`config.mk`:
```
export PLATFORM = sky130hd
export DESIGN_NAME = busCtrl
export DESIGN_NICKNAME = d
export VERILOG_FILES = /design/src/rtl/busCtrlPkg.sv /design/src/rtl/busCtrlArb.sv /design/src/rtl/busCtrlPath.sv /design/src/rtl/busCtrl.sv
export SDC_FILE = /design/constraint.sdc
export NUM_CORES = 1
export LEC_CHECK = 0
export CORE_AREA = 2 2 78 88
export CTS_BUF_LIST = sky130_fd_sc_hd__clkbuf_2 sky130_fd_sc_hd__clkbuf_4 sky130_fd_sc_hd__clkbuf_8
export CTS_CLUSTER_SIZE = 28
export DETAILED_ROUTE_END_ITERATION = 12
export DIE_AREA = 0 0 80 90
export DONT_BUFFER_PORTS = 1
export PLACE_DENSITY = 0.69
export SYNTH_ARGS = -nofsm -noshare
export SYNTH_HDL_FRONTEND = slang
export SYNTH_SLANG_ARGS = --single-unit
```
`constraint.sdc`:
```
create_clock -name clk -period 4.66 [get_ports clk]
set_input_delay 0.233 -clock clk [delete_from_list [all_inputs] [get_ports clk]]
set_output_delay 0.233 -clock clk [all_outputs]
set_load 0.01 [all_outputs]
```
`src/rtl/busCtrlPkg.sv`:
```
`timescale 1ns/1ps
package busCtrlPkg;
  localparam int ID_W = 2;  // supports up to four masters

  typedef enum logic [2:0] {
    ST_IDLE = 3'd0,
    ST_REQ  = 3'd1,
    ST_WAIT = 3'd2,
    ST_OK   = 3'd3,
    ST_ERR  = 3'd4
  } stat_e;

  // who owns this cycle's word
  typedef struct packed {
    logic            active;
    logic            grantNew;
    logic [ID_W-1:0] id;
  } selStrb_t;

  // how this cycle's word ends
  typedef struct packed {
    logic beatDone;
    logic decErr;
    logic endBurst;
  } stepStrb_t;
endpackage

```
`src/rtl/busCtrlArb.sv`:
```
`timescale 1ns/1ps
module busCtrlArb
  import busCtrlPkg::*;
#(
  parameter int NUM_M = 3,
  parameter int LW    = 4
) (
  input  logic                      clk,
  input  logic                      rstN,
  input  logic [NUM_M-1:0]          mReq,
  input  logic [NUM_M-1:0]          mLock,
  input  logic [NUM_M-1:0][LW-1:0]  mLen,
  input  logic [1:0]                decHit,
  input  logic [1:0]                sReady,
  output selStrb_t                  sel,
  output stepStrb_t                 step,
  output logic [NUM_M-1:0][2:0]     mStatus
);
  logic             busy;
  logic [ID_W-1:0]  owner;
  logic [LW-1:0]    remain;
  logic             lockValid;
  logic [ID_W-1:0]  lockId;
  logic [NUM_M-1:0] lastMask;

  logic [NUM_M-1:0] eligible;
  logic             ownerReady, ownerHold, anyWin;
  logic [ID_W-1:0]  winner;
  logic [LW-1:0]    curLen;

  // fixed-priority pick, with the lock owner first
  always_comb begin
    eligible   = mReq & ~lastMask;
    ownerReady = lockValid & eligible[lockId];
    ownerHold  = lockValid & lastMask[lockId];
    anyWin     = 1'b0;
    winner     = '0;
    if (ownerReady) begin
      anyWin = 1'b1;
      winner = lockId;
    end else if (!ownerHold) begin
      for (int i = 0; i < NUM_M; i++) begin
        if (eligible[i]) begin
          anyWin = 1'b1;
          winner = ID_W'(i);
        end
      end
    end
  end

  always_comb begin
    sel.active   = busy | anyWin;
    sel.grantNew = ~busy & anyWin;
    sel.id       = busy ? owner : winner;
    if (busy)                   curLen = remain;
    else if (mLen[winner] == '0) curLen = LW'(1);
    else                        curLen = mLen[winner];
    step.decErr   = sel.active & ~(|decHit);
    step.beatDone = sel.active & (step.decErr | (|(decHit & sReady)));
    step.endBurst = step.beatDone & (step.decErr | (curLen <= LW'(1)));
  end

  always_ff @(posedge clk) begin
    if (!rstN) begin
      busy      <= 1'b0;
      owner     <= '0;
      remain    <= '0;
      lockValid <= 1'b0;
      lockId    <= '0;
      lastMask  <= '0;
    end else begin
      lastMask <= '0;
      if (step.endBurst) begin
        busy             <= 1'b0;
        lastMask[sel.id] <= 1'b1;
      end else if (sel.active) begin
        busy   <= 1'b1;
        owner  <= sel.id;
        remain <= step.beatDone ? curLen - LW'(1) : curLen;
      end
      if (sel.grantNew) begin
        lockValid <= mLock[winner];
        lockId    <= winner;
      end else if (!busy && lockValid && !ownerHold && !eligible[lockId]) begin
        lockValid <= 1'b0;
      end
    end
  end

  for (genvar g = 0; g < NUM_M; g++) begin : gStat
    always_ff @(posedge clk) begin
      if (!rstN)                                      mStatus[g] <= ST_IDLE;
      else if (step.beatDone && sel.id == ID_W'(g))   mStatus[g] <= step.decErr ? ST_ERR : ST_OK;
      else if (sel.active && sel.id == ID_W'(g))      mStatus[g] <= ST_WAIT;
      else if (mReq[g])                               mStatus[g] <= ST_REQ;
      else                                            mStatus[g] <= ST_IDLE;
    end
  end
endmodule

```
`src/rtl/busCtrlPath.sv`:
```
`timescale 1ns/1ps
module busCtrlPath
  import busCtrlPkg::*;
#(
  parameter int          NUM_M   = 3,
  parameter int          AW      = 8,
  parameter int          DW      = 8,
  parameter int unsigned S0_BASE = 0,
  parameter int unsigned S0_LAST = 31,
  parameter int unsigned S1_BASE = 64,
  parameter int unsigned S1_LAST = 95
) (
  input  logic                      clk,
  input  logic                      rstN,
  input  selStrb_t                  sel,
  input  stepStrb_t                 step,
  input  logic [NUM_M-1:0]          mWrite,
  input  logic [NUM_M-1:0][AW-1:0]  mAddr,
  input  logic [NUM_M-1:0][DW-1:0]  mWdata,
  input  logic [1:0][DW-1:0]        sRdata,
  output logic [1:0]                decHit,
  output logic [1:0]                sSel,
  output logic                      sWrite,
  output logic [AW-1:0]             sAddr,
  output logic [DW-1:0]             sWdata,
  output logic [NUM_M-1:0][DW-1:0]  mRdata
);
  localparam logic [AW-1:0] B0 = AW'(S0_BASE);
  localparam logic [AW-1:0] L0 = AW'(S0_LAST);
  localparam logic [AW-1:0] B1 = AW'(S1_BASE);
  localparam logic [AW-1:0] L1 = AW'(S1_LAST);

  function automatic logic inWin(input logic [AW-1:0] a, input logic [AW-1:0] lo,
                                 input logic [AW-1:0] hi);
    return (a >= lo) && (a <= hi);
  endfunction

  logic [AW-1:0] curAddr, actAddr;

  always_comb begin
    actAddr   = sel.grantNew ? mAddr[sel.id] : curAddr;
    decHit[0] = inWin(actAddr, B0, L0);
    decHit[1] = inWin(actAddr, B1, L1) & ~decHit[0];
    sSel      = sel.active ? decHit : 2'b00;
    sAddr     = actAddr;
    sWrite    = mWrite[sel.id];
    sWdata    = mWdata[sel.id];
  end

  always_ff @(posedge clk) begin
    if (!rstN)                                curAddr <= '0;
    else if (step.beatDone && !step.endBurst) curAddr <= actAddr + AW'(1);
    else if (sel.active && !step.beatDone)    curAddr <= actAddr;
  end

  for (genvar g = 0; g < NUM_M; g++) begin : gRd
    always_ff @(posedge clk) begin
      if (!rstN)
        mRdata[g] <= '0;
      else if (step.beatDone && !step.decErr && !mWrite[g] && sel.id == ID_W'(g))
        mRdata[g] <= decHit[1] ? sRdata[1] : sRdata[0];
    end
  end
endmodule

```
`src/rtl/busCtrl.sv`:
```
`timescale 1ns/1ps
module busCtrl
  import busCtrlPkg::*;
#(
  parameter int          NUM_M   = 3,
  parameter int          AW      = 8,
  parameter int          DW      = 8,
  parameter int          LW      = 4,
  parameter int unsigned S0_BASE = 0,
  parameter int unsigned S0_LAST = 31,
  parameter int unsigned S1_BASE = 64,
  parameter int unsigned S1_LAST = 95
) (
  input  logic                      clk,
  input  logic                      rstN,
  input  logic [NUM_M-1:0]          mReq,
  input  logic [NUM_M-1:0]          mWrite,
  input  logic [NUM_M-1:0]          mLock,
  input  logic [NUM_M-1:0][AW-1:0]  mAddr,
  input  logic [NUM_M-1:0][LW-1:0]  mLen,
  input  logic [NUM_M-1:0][DW-1:0]  mWdata,
  output logic [NUM_M-1:0][2:0]     mStatus,
  output logic [NUM_M-1:0][DW-1:0]  mRdata,
  output logic [1:0]                sSel,
  output logic                      sWrite,
  output logic [AW-1:0]             sAddr,
  output logic [DW-1:0]             sWdata,
  input  logic [1:0][DW-1:0]        sRdata,
  input  logic [1:0]                sReady
);
  selStrb_t   sel;
  stepStrb_t  step;
  logic [1:0] decHit;

  busCtrlArb #(.NUM_M(NUM_M), .LW(LW)) uArb (
    .clk(clk), .rstN(rstN), .mReq(mReq), .mLock(mLock), .mLen(mLen),
    .decHit(decHit), .sReady(sReady), .sel(sel), .step(step), .mStatus(mStatus)
  );

  busCtrlPath #(
    .NUM_M(NUM_M), .AW(AW), .DW(DW),
    .S0_BASE(S0_BASE), .S0_LAST(S0_LAST), .S1_BASE(S1_BASE), .S1_LAST(S1_LAST)
  ) uPath (
    .clk(clk), .rstN(rstN), .sel(sel), .step(step), .mWrite(mWrite),
    .mAddr(mAddr), .mWdata(mWdata), .sRdata(sRdata), .decHit(decHit),
    .sSel(sSel), .sWrite(sWrite), .sAddr(sAddr), .sWdata(sWdata), .mRdata(mRdata)
  );
endmodule

```
* After elaboration in Yosys (flattened, before gate mapping)
Cells that the tools add are included.
Storage, ports and cells: bits of input ports 89, register bits after elaboration 54, logic and storage cells 129, output and inout port bits 52
Operators by class: equality and inequality tests 2, bitwise gates (word level) 18, multiplexer cells 46, reductions and logical operators 39, order comparisons 9, add/sub/neg operators 2
Operator list (count):
- $mux W8 | 6
- $bmux W8 S2 | 2
- $logic_and A1 B1 Y1 | 21
- $mux W3 | 7
- $mux W1 | 16
- $mux W4 | 4
- $mux W2 | 5
- $logic_not A1 Y1 | 9
- $lt A2 B3 Y1 const B | 3
- $add A8 B1 Y8 const B | 1
- $bmux W1 S2 | 4
- $bmux W4 S2 | 1
- $ge A8 B1 Y1 const B | 1
- $ge A8 B7 Y1 const B | 1
- $le A8 B5 Y1 const B | 1
- $le A8 B7 Y1 const B | 1
- $and A1 B1 Y1 | 7
- $reduce_or A2 Y1 | 3
- $not A1 Y1 | 5
- $le A4 B1 Y1 const B | 1
- $logic_not A4 Y1 | 1
- $reduce_and A2 Y1 | 2
- $reduce_bool A2 Y1 | 2
- $sub A4 B1 Y4 const B | 1
- other kinds (9) | 11

* Logic depth before layout (Yosys ltp)
Gate-level depths: netlist of run 1.
depth after elaboration 23, gate-level depth with buffers 19, depth with buffers taken out 16

* Hierarchy
From an unflattened synthesis of run 1, not the netlist that was laid out.
Second synthesis, totals: cell total of the unflattened synthesis 402, area, all modules 3214.3 sq um
By module, submodules not included:
- busCtrlPath | cells an instance 237, area an instance 1926.8 sq um, times used 1, sequential area each 640.6 sq um
- busCtrlArb | cells an instance 165, area an instance 1287.5 sq um, times used 1, sequential area each 440.4 sq um

* Worst setup path before layout of run 1
OpenSTA, ideal clock, no wires.
kind register -> register, start point register uArb.lockId[0], end point register uArb.owner[0], buffers on the path 4, data arrival time 3655 ps, path slack 919 ps, data required time 4574 ps, stages on the path, launching flop included 19, clock period less this slack 3741 ps, library setup time 86 ps, path through dfxtp_1 > buf_6 > nor3b_1 > o41ai_1 > clkbuf_1 > buf_1 > nor2_1 > a21oi_1 > o21ai_0 > mux2_2 > inv_1 > ha_1 > nor2_1 > a221oi_1 > o21ai_0 > nor3_1 > nor3_1 > clkbuf_1 > a211oi_1
Between the ends: longest elaborated chain between the ends 21, elaborated cells on any way between the ends 41, classes of those cells 5 x order compare; 16 x mux; 14 x bitwise; 6 x reduce/logical
RTL lines:
- start: declaration | line busCtrlArb.sv:23 | logic [ID_W-1:0] lockId;
- start signal: assignment | line busCtrlArb.sv:83 | lockId <= winner;
- $bmux W1 S2 | line busCtrlArb.sv:35 | ownerHold = lockValid & lastMask[lockId];
- $mux W1 (implied by the code) | line busCtrlArb.sv:35
- $and A1 B1 Y1 | line busCtrlArb.sv:35
- $mux W2 | line busCtrlArb.sv:41 | end else if (!ownerHold) begin
- $mux W2 | line busCtrlArb.sv:38 | if (ownerReady) begin
- $mux W2 | line busCtrlArb.sv:54 | sel.id = busy ? owner : winner;
- $bmux W8 S2 | line busCtrlPath.sv:41 | actAddr = sel.grantNew ? mAddr[sel.id] : curAddr;
- $mux W8 (implied by the code) | line busCtrlPath.sv:41
- [... 5 more ...]
- $reduce_or A2 Y1 | line busCtrlArb.sv:58 | step.decErr = sel.active & ~(|decHit);
- $not A1 Y1 | line busCtrlArb.sv:58
- $and A1 B1 Y1 | line busCtrlArb.sv:58
- $or A1 B1 Y1 | line busCtrlArb.sv:59 | step.beatDone = sel.active & (step.decErr | (|(decHit & sReady)));
- $and A1 B1 Y1 | line busCtrlArb.sv:59
- $and A1 B1 Y1 | line busCtrlArb.sv:60 | step.endBurst = step.beatDone & (step.decErr | (curLen <= LW'(1)));
- $not A1 Y1 (no line)
- $reduce_and A2 Y1 (no line)
- end signal: assignment | line busCtrlArb.sv:78 | owner <= sel.id;
- end: declaration | line busCtrlArb.sv:20 | logic [ID_W-1:0] owner;
Several ways; a longest one is shown, not always the timed one. The select of a mux whose other input is x is not followed. A chain may end at the register's enable or synchronous reset.

* Final worst setup path of run 1
start point register uArb.lockId[0], end point register uArb.remain[3]
Between the ends: longest elaborated chain between the ends 21, elaborated cells on any way between the ends 43, classes of those cells 1 x add/sub; 5 x order compare; 17 x mux; 14 x bitwise; 6 x reduce/logical
RTL lines:
- $bmux W1 S2 | line busCtrlArb.sv:35
- $mux W1 (implied by the code) | line busCtrlArb.sv:35
- $and A1 B1 Y1 | line busCtrlArb.sv:35
- $mux W2 | line busCtrlArb.sv:41
- $mux W2 | line busCtrlArb.sv:38
- $mux W2 | line busCtrlArb.sv:54
- $bmux W8 S2 | line busCtrlPath.sv:41
- $mux W8 (implied by the code) | line busCtrlPath.sv:41
- [... 5 more ...]
- $reduce_or A2 Y1 | line busCtrlArb.sv:58
- $not A1 Y1 | line busCtrlArb.sv:58
- $and A1 B1 Y1 | line busCtrlArb.sv:58
- $or A1 B1 Y1 | line busCtrlArb.sv:59
- $and A1 B1 Y1 | line busCtrlArb.sv:59
- $and A1 B1 Y1 | line busCtrlArb.sv:60
- $not A1 Y1 (no line)
- $reduce_and A2 Y1 (no line)
- end signal: assignment | line busCtrlArb.sv:79 | remain <= step.beatDone ? curLen - LW'(1) : curLen;
- end: declaration | line busCtrlArb.sv:21 | logic [LW-1:0] remain;
Several ways; a longest one is shown, not always the timed one. The select of a mux whose other input is x is not followed.

==> impl_summary.md, run 1 <==
Finish
Summing all non-filler instances in the final layout gives an area of 0.00322 mm². The repair_antennas step left the layout with diodes totalling 0. Once layout is complete, the cells apart from fillers number 451. The share of cells above drive strength 1 is 9.21%.

After the last flow step, the layout net total stands at 460. The final cell utilization of the core is 50.7%. Leaving out fill and tap cells, the most frequent cell in the layout is nor2_1.

In the layout the commonest cells are nor2_1 (65), dfxtp_1 (54), a211oi_1 (34). Relative to the synthesized area, the layout overhead comes to 4.37%.

Synthesis
The flop and latch count out of synthesis is 54. The share of synthesized area in the top cell type comes to 35.0%. Counting flops with a built-in enable in the synthesized netlist gives 0. The mean area per synthesized cell is 8.19 µm². Yosys mapped the design onto 58 distinct sky130hd cell types. The net count after synthesis is 469.

The dominant register cell in the synthesized netlist is dfxtp_1. Of the synthesized area, sequential elements account for 35.0%. The share of synthesized registers carrying an async set or reset is 0%. The post-synthesis instance total is 377. For this run, the number of Yosys warnings is 0. The synthesized design spends more area on one cell type than any other, namely dfxtp_1. The cell area after technology mapping is 0.00309 mm².

Sorting the synthesized cells by area gives the leading types as dfxtp_1 (35%), mux2i_1 (9.7%), a211oi_1 (8.3%).

GRT
The first global-routing pass estimated 13700 µm of wire. The initial antenna violation count is 0. The global routing stage identified its most utilized layer as met2.

Global routing finished with a remaining overflow of 0. The via count of the first global-routing pass came to 2598. The fraction of met3 tracks used by global routing is 6.12%.

The met1 capacity usage during global routing is 30.4%. Global routing consumed, on the met2 layer, 41.7% of the routing resources. Entering global routing, the biggest net connects 28 pins. The overall routing resource usage is 24.4%.

Clock tree
The number of clock sinks is 54. The H-tree depth is 2. In this run, post-CTS hold repair placed 0 buffers. The number of buffers created by CTS is 5.

The clock-pin slew on the worst setup and hold paths is 110 ps. The clock tree from TritonCTS is yes. Post-CTS repair changed the size of 0 cells. Clock tree synthesis selected as its root buffer the cell clkbuf_8. No sink is reached through more buffers than the 2 on the longest clock path. The number of setup buffers added after CTS is 0. The clock reaches the later pin of the worst-skew pair after 310 ps.

Worst setup path
The largest incremental delay on the critical path is 500 ps. The peak fanout along the critical path is 22. The slowest stage of the critical path belongs to the cell dfxtp_1. The critical register-to-register path endpoint is uArb.remain[3]$_SDFFE_PN0P_. The critical path goes through mux2_4, a21oi_1, o221a_2, mux2_2, mux2i_1, o21ai_0, mux2_2, inv_1, ha_1, nor2_1, a221oi_1, o21ai_0, nor3_1, nor3_2, buf_4, o21ai_0, a211oi_1. The setup path with the least slack is of type reg -> reg.

Data arrives at the worst endpoint at 4300 ps. The count of cells along the worst register-to-register path is 17. The sort of element at the end of the critical path is a register. The startpoint type of the worst setup path is a register. The reg-to-reg setup timing slack is 560 ps. In this run the critical register-to-register path is launched from uArb.lockId[0]$_SDFFE_PN0N_. The worst path required time is 4860 ps. The cell that appears most often on the critical path is o21ai_0.

Run status
The flow ran to the end, and the final reports show no timing, DRC or antenna violations.

Placed design
The cell area after placement is 0.00313 mm². OpenSTA, run right after detailed placement, puts the worst setup slack at 662 ps. Detailed placement finished with a half-perimeter wire length of 6700 µm. The quantity of I/O buffers inserted on ports is 0.

Routability-driven placement finished with a final weighted congestion of 0.942. Once placement completed, the tool counted placed cells totaling 443.

Min path
Along the worst hold path, the cell count comes to 2. The worst hold path endpoint is uPath.curAddr[7]$_SDFFE_PN0P_. The startpoint identified for the worst hold timing path is rstN. The class of the tightest hold or removal check is in -> reg.

Run
The tool flagged a number of max-cap violations equal to 0.

Routing
The post-detailed-route via-to-cell ratio is 6.16. The antenna violation net count after detailed routing is 0. Wires add up to 8780 µm. The number of DRC violations after detailed-routing iteration 0 is 220.

The number of vias after detailed routing is 2778. The final routed DRC violation total is 0. The average wire length per cell after detail routing is 19.5 µm. Before antenna repair, the detailed router went through 5 iterations.

Timing
Headroom to the max-slew limit came out at 28.0%. Across all setup checks in the final design, the least slack found is 557 ps. The final period utilization is 88.0%. Setup violations remaining at the end of the flow were counted as 0. On the final layout, the worst clock skew is 10.9 ps. Based on the critical path, the design can be clocked at up to 0.244 GHz. The final number of max-transition violations was 0. The total count of hold-check failures in the final report was 0. Setup repair after global routing left no endpoint under its margin. The worst hold slack is 30.4 ps. The slew at the pin with the worst max-slew slack is 1080 ps. Subtracting the final worst setup slack from the clock period gives 4100 ps.

The sum of negative setup slack is 0 ps.

Power
In this run the static leakage power is 1.25 nW. The post-layout total power is 2.21 mW. The worst supply voltage drop on vdd is 0.312 mV.

The total power per unit cell area is 686 mW/mm².

Floorplanning
Measured along the x axis, the die boundary spans 80 µm. 141 I/O pins were placed. After floorplanning, the core was sized to cover 0.00636 mm². The height of the die is 90 µm.

The floorplan has 31 rows. The initial standard-cell utilization of the core is 48.6%. The floorplan die area is 0.00720 mm².
==> cell type report <==
type	instances	area [µm²]
Clock buffer	5	68.8
Clock inverter	3	28.8
Fill cell	622	3140
Timing Repair Buffer	5	37.5
Inverter	11	41.3
Sequential cell	54	1080
Multi-Input combinational cell	291	1860
Tap cell	82	103
==> state kept, by name (all words and copies together) (netlist names) <==
signal / flops
uArb.lockValid: 1
uPath.curAddr: 8
uArb.busy: 1
uArb.lockId: 2
uArb.mStatus: 9
uPath.mRdata: 24
uArb.owner: 2
uArb.lastMask: 3
uArb.remain: 4
==> logic make-up after synthesis <==
| logic type | synth area share (%) |
|---|---|
| XOR/XNOR | 1.42 |
| buffers and inverters | 5.06 |
| multiplexers | 12.0 |
| flip-flops | 35.0 |
| AO/OA/AOI/OAI | 24.1 |
| AND/OR/NAND/NOR | 21.2 |
| adder cells (fa/ha/maj) | 1.22 |
==> metal layers <==
metal / share of wire (%) / routed length (µm)
met3: 9.3 / 814
met2: 49 / 4300
met1: 41 / 3560
met5: 0 / 0
met4: 1.2 / 102
==> power breakdown <==
group | switching (mW) | internal (mW) | leakage, nW
Sequential | 0.128 | 0.577 | 0.441
Combinational | 0.793 | 0.432 | 0.759
Clock | 0.172 | 0.112 | 0.0502
==> critical path: cells and delay by family (launching register included) <==
family,cells,cell delay [ps]
mux,4,1160
buf+inv,2,330
compound gates,7,1250
fa+ha+maj,1,180
flops,1,500
simple gates,3,560
==> worst max-delay path by stage <==
stage / slack [ps] / start / endpoint
global route: 230 / uArb.lockId[0]$_SDFFE_PN0N_ / uPath.curAddr[3]$_SDFFE_PN0P_
floorplan: 920 / uArb.lockId[0]$_SDFFE_PN0N_ / uArb.owner[0]$_SDFFE_PN0P_
global placement: 800 / uArb.lockId[0]$_SDFFE_PN0N_ / uArb.remain[3]$_SDFFE_PN0P_
detailed placement: 660 / uArb.lockId[0]$_SDFFE_PN0N_ / uArb.remain[3]$_SDFFE_PN0P_
CTS: 630 / uArb.lockId[0]$_SDFFE_PN0N_ / uArb.remain[3]$_SDFFE_PN0P_
finish: 560 / uArb.lockId[0]$_SDFFE_PN0N_ / uArb.remain[3]$_SDFFE_PN0P_
==> Yosys cell counts, drive strengths merged, types with 2 or more instances <==
| cell type | count |
|---|---|
| dfxtp | 54 |
| a22oi | 2 |
| a21o | 4 |
| xnor2 | 3 |
| xor2 | 2 |
| o21ai | 28 |
| a31oi | 3 |
| o21a | 2 |
| clkbuf | 12 |
| mux2i | 30 |
| a21oi | 20 |
| inv | 11 |
| ha | 3 |
| o22ai | 3 |
| a211oi | 36 |
| nor4 | 2 |
| o211ai | 2 |
| nor2 | 65 |
| and2 | 5 |
| buf | 9 |
| or3b | 2 |
| or3 | 2 |
| nor2b | 3 |
| and3 | 2 |
| mux2 | 6 |
| nor3 | 11 |
| nand4 | 3 |
| nand2 | 28 |
| nand3 | 6 |
No activity file was read; power rests on OpenSTA's default activity.
==> run 2, diff against run 1 <==
==> constraint.sdc (replaced) <==
create_clock -name clk -period 4.9 [get_ports clk]
set_input_delay 0.245 -clock clk [delete_from_list [all_inputs] [get_ports clk]]
set_output_delay 0.245 -clock clk [all_outputs]
set_load 0.01 [all_outputs]
==> impl_summary.md, run 2 (synthesized netlist as in run 1, its figures left out) <==
Worst setup path
The signal on the critical path passes through and2b_1, o21bai_1, o221a_2, mux2_2, mux2i_1, o21ai_0, mux2_2, inv_1, ha_1, nor2_1, a221oi_1, o21ai_0, nor3_1, nor3_2, buf_4, o21ai_0, a211oi_1. The cell type with the highest occurrence count on the critical path is o21ai_0. The peak fanout along the critical path is 22.

The startpoint type of the worst setup path is a register. The kind of cell adding the most delay to the critical path is compound AO/OA/AOI/OAI gates. The arrival time of data at the critical path endpoint is 4430 ps. By startpoint and endpoint, the worst setup path is classified as reg -> reg. The slowest stage of the critical path is the nor3_1 cell.

The largest incremental delay on the critical path is 510 ps. Together, buffers and inverters on the worst path number 2. The worst setup path is captured at a register. Data on the critical path is required at its endpoint by 5090 ps.

Routing
The number of detailed-routing iterations run before antenna repair is 4. In this run the remaining antenna-violating nets after routing total 0. Using the TritonRoute via totals, the vias-per-cell ratio works out to 6.18. The total wirelength of the detailed-routed design is 8880 µm.

The final routed DRC violation total is 0. The detailed router finished its first iteration with 294 violations. The average wire length per cell after detail routing is 19.7 µm.

Summing over every cut layer, the via total after detailed routing is 2789.

GRT
The via count of the first global-routing pass is 2740. The first global-routing pass estimated 14200 µm of wire. The aggregate global routing overflow is 0. The overall routing resource usage is 25.1%. Entering global routing, the biggest net connects 25 pins.

The initial antenna violation count is 0.

Clock tree
The clock root buffer is clkbuf_8. The number of hold buffers added after CTS was 0. The clock drives 54 sinks. The total of cells resized after clock tree synthesis is 0. At the later pin of the worst-skew pair, clock insertion delay measures 310 ps. Counting the buffers created by CTS gives 5.

The H-tree depth is 2. Buffers added to address setup during post-CTS repair amount to 0. Clock-pin slew was measured on the worst setup and hold paths at 100 ps. The number of buffers between clock root and the deepest sink is 2. The clock tree from TritonCTS is yes.

Finish
The most common cell after layout, fill and taps aside is nor2_1. The largest registers in the layout are uPath.mRdata x24, uArb.mStatus x9, uPath.curAddr x8. The area of all placed cells without fillers is 0.00324 mm². The number of flip-flops under the largest register name is 24. The antenna diode instance count is 0. Across the whole layout, storage elements account for 0.00108 mm². The share of cells above drive strength 1 is 9.21%. The layout has 646 filler cells. The top cell types in the final layout, fill and taps aside, are nor2_1 (65), dfxtp_1 (54), a211oi_1 (34).

The signed area change from the synthesized netlist to the final layout is 4.98%. The number of nets in the final layout is 460. Counting flops per register, the top entry is uPath.mRdata. The number of non-filler instances in the completed layout is 451. In the final layout, the multi-input gates occupy 0.00186 mm².

Timing
The peak clock frequency supported by timing is 0.236 GHz. The final period utilization is 86.6%. For the final routed database, the setup TNS stands at 0 ps. The final setup violation count is 0. The shortest clock period the worst path allows after layout is 4240 ps. The clock skew is 10.5 ps. At the pin with the least slew margin, the transition time is 1060 ps. Headroom to the max-slew limit came out at 29.2%. The final number of max-transition violations is 0. The total count of hold-check failures in the final report is 0.

Setup repair after global routing left no endpoint under its margin.

Power
The reported leakage power is 1.26 nW. The total power per unit cell area is 661 mW/mm². IR analysis of the VDD net gives a maximum drop of 0.265 mV.

Placed design
Routability-driven placement finished with a final weighted congestion of 0.917. The sum of net half-perimeters after detailed placement is 6850 µm. The cell area after placement is 0.00313 mm². The number of placed instances, taps included, is 443. During placement, the flow inserted port buffers numbering 0.

Floorplanning
During I/O placement, the number of pins put on the boundary was 141. The floorplan step set the die width to 80 µm. The placement row count is 31.

The die is 90 µm tall. The core region is 0.00636 mm². The initial standard-cell utilization of the core is 48.6%. The floorplan die area is 0.00720 mm².

Run
The max-cap check violation count is 0.

Run status
The flow ran to the end, and the final reports show no timing, DRC or antenna violations.

Min path
In this run the worst hold path is classified as in -> reg.
run 2: worst paths after layout:
| path | from | end | slack [ps] | depth (start not counted) |
|---|---|---|---|---|
| worst max-delay path | uArb.lockId[1]$_SDFFE_PN0N_ | uArb.remain[3]$_SDFFE_PN0P_ | 660 | 17 |
| worst min-delay path | rstN | uPath.curAddr[7]$_SDFFE_PN0P_ | 50 | 2 |
| worst max register to register | uArb.lockId[1]$_SDFFE_PN0N_ | uArb.remain[3]$_SDFFE_PN0P_ | 660 | 17 |
| worst min register to register | uPath.curAddr[7]$_SDFFE_PN0P_ | uPath.curAddr[7]$_SDFFE_PN0P_ | 460 | 2 |
run 2: worst reg2reg max path: stages (launching register included):
cell      delay [ps]
dfxtp_1          500
and2b_1          290
o21bai_1         290
o221a_2          400
mux2_2           370
mux2i_1          140
o21ai_0          100
mux2_2           310
inv_1             90
ha_1             160
nor2_1            50
a221oi_1         210
o21ai_0          160
nor3_1           510
nor3_2            60
buf_4            240
o21ai_0          180
a211oi_1          60
run 2: power breakdown:
group          leakage, nW  switching [mW]  internal (mW)
combinational        0.759           0.755          0.409
sequential           0.441           0.119          0.548
clock               0.0587           0.156          0.155
total                 1.26            1.03           1.11
run 2: final cells by class:
class	count	share of cell area [%]
flip-flops and latches	54	33.3
inverters	11	1.27
repair buffers	5	1.16
well taps	82	3.16
clock inverters	3	1.47
multi-input cells	291	57.5
clock buffers	5	2.12
run 2: metal layers:
layer / GRT usage (%) / part of all wire [%]
met1: 31.9 / 41
met2: 41.5 / 48
met3: 5.72 / 9.1
met4: 8.19 / 1.8
met5: 0 / 0
run 2: per-stage QoR:
| stage | setup WS (ps) | power [mW] | util, % | hold WS, ps |
|---|---|---|---|---|
| 2_1_floorplan | 1160 | 1.58 | - | 381 |
| 6_report | 655 | 2.14 | 51.0 | 48.9 |
| 3_5_place_dp | 767 | 1.83 | 49.2 | 372 |
| 3_3_place_gp | 787 | 1.81 | 49.2 | 372 |
| 5_1_grt | 267 | 2.30 | 51.0 | 49.8 |
| 4_1_cts | 735 | 2.14 | 51.0 | 39.3 |
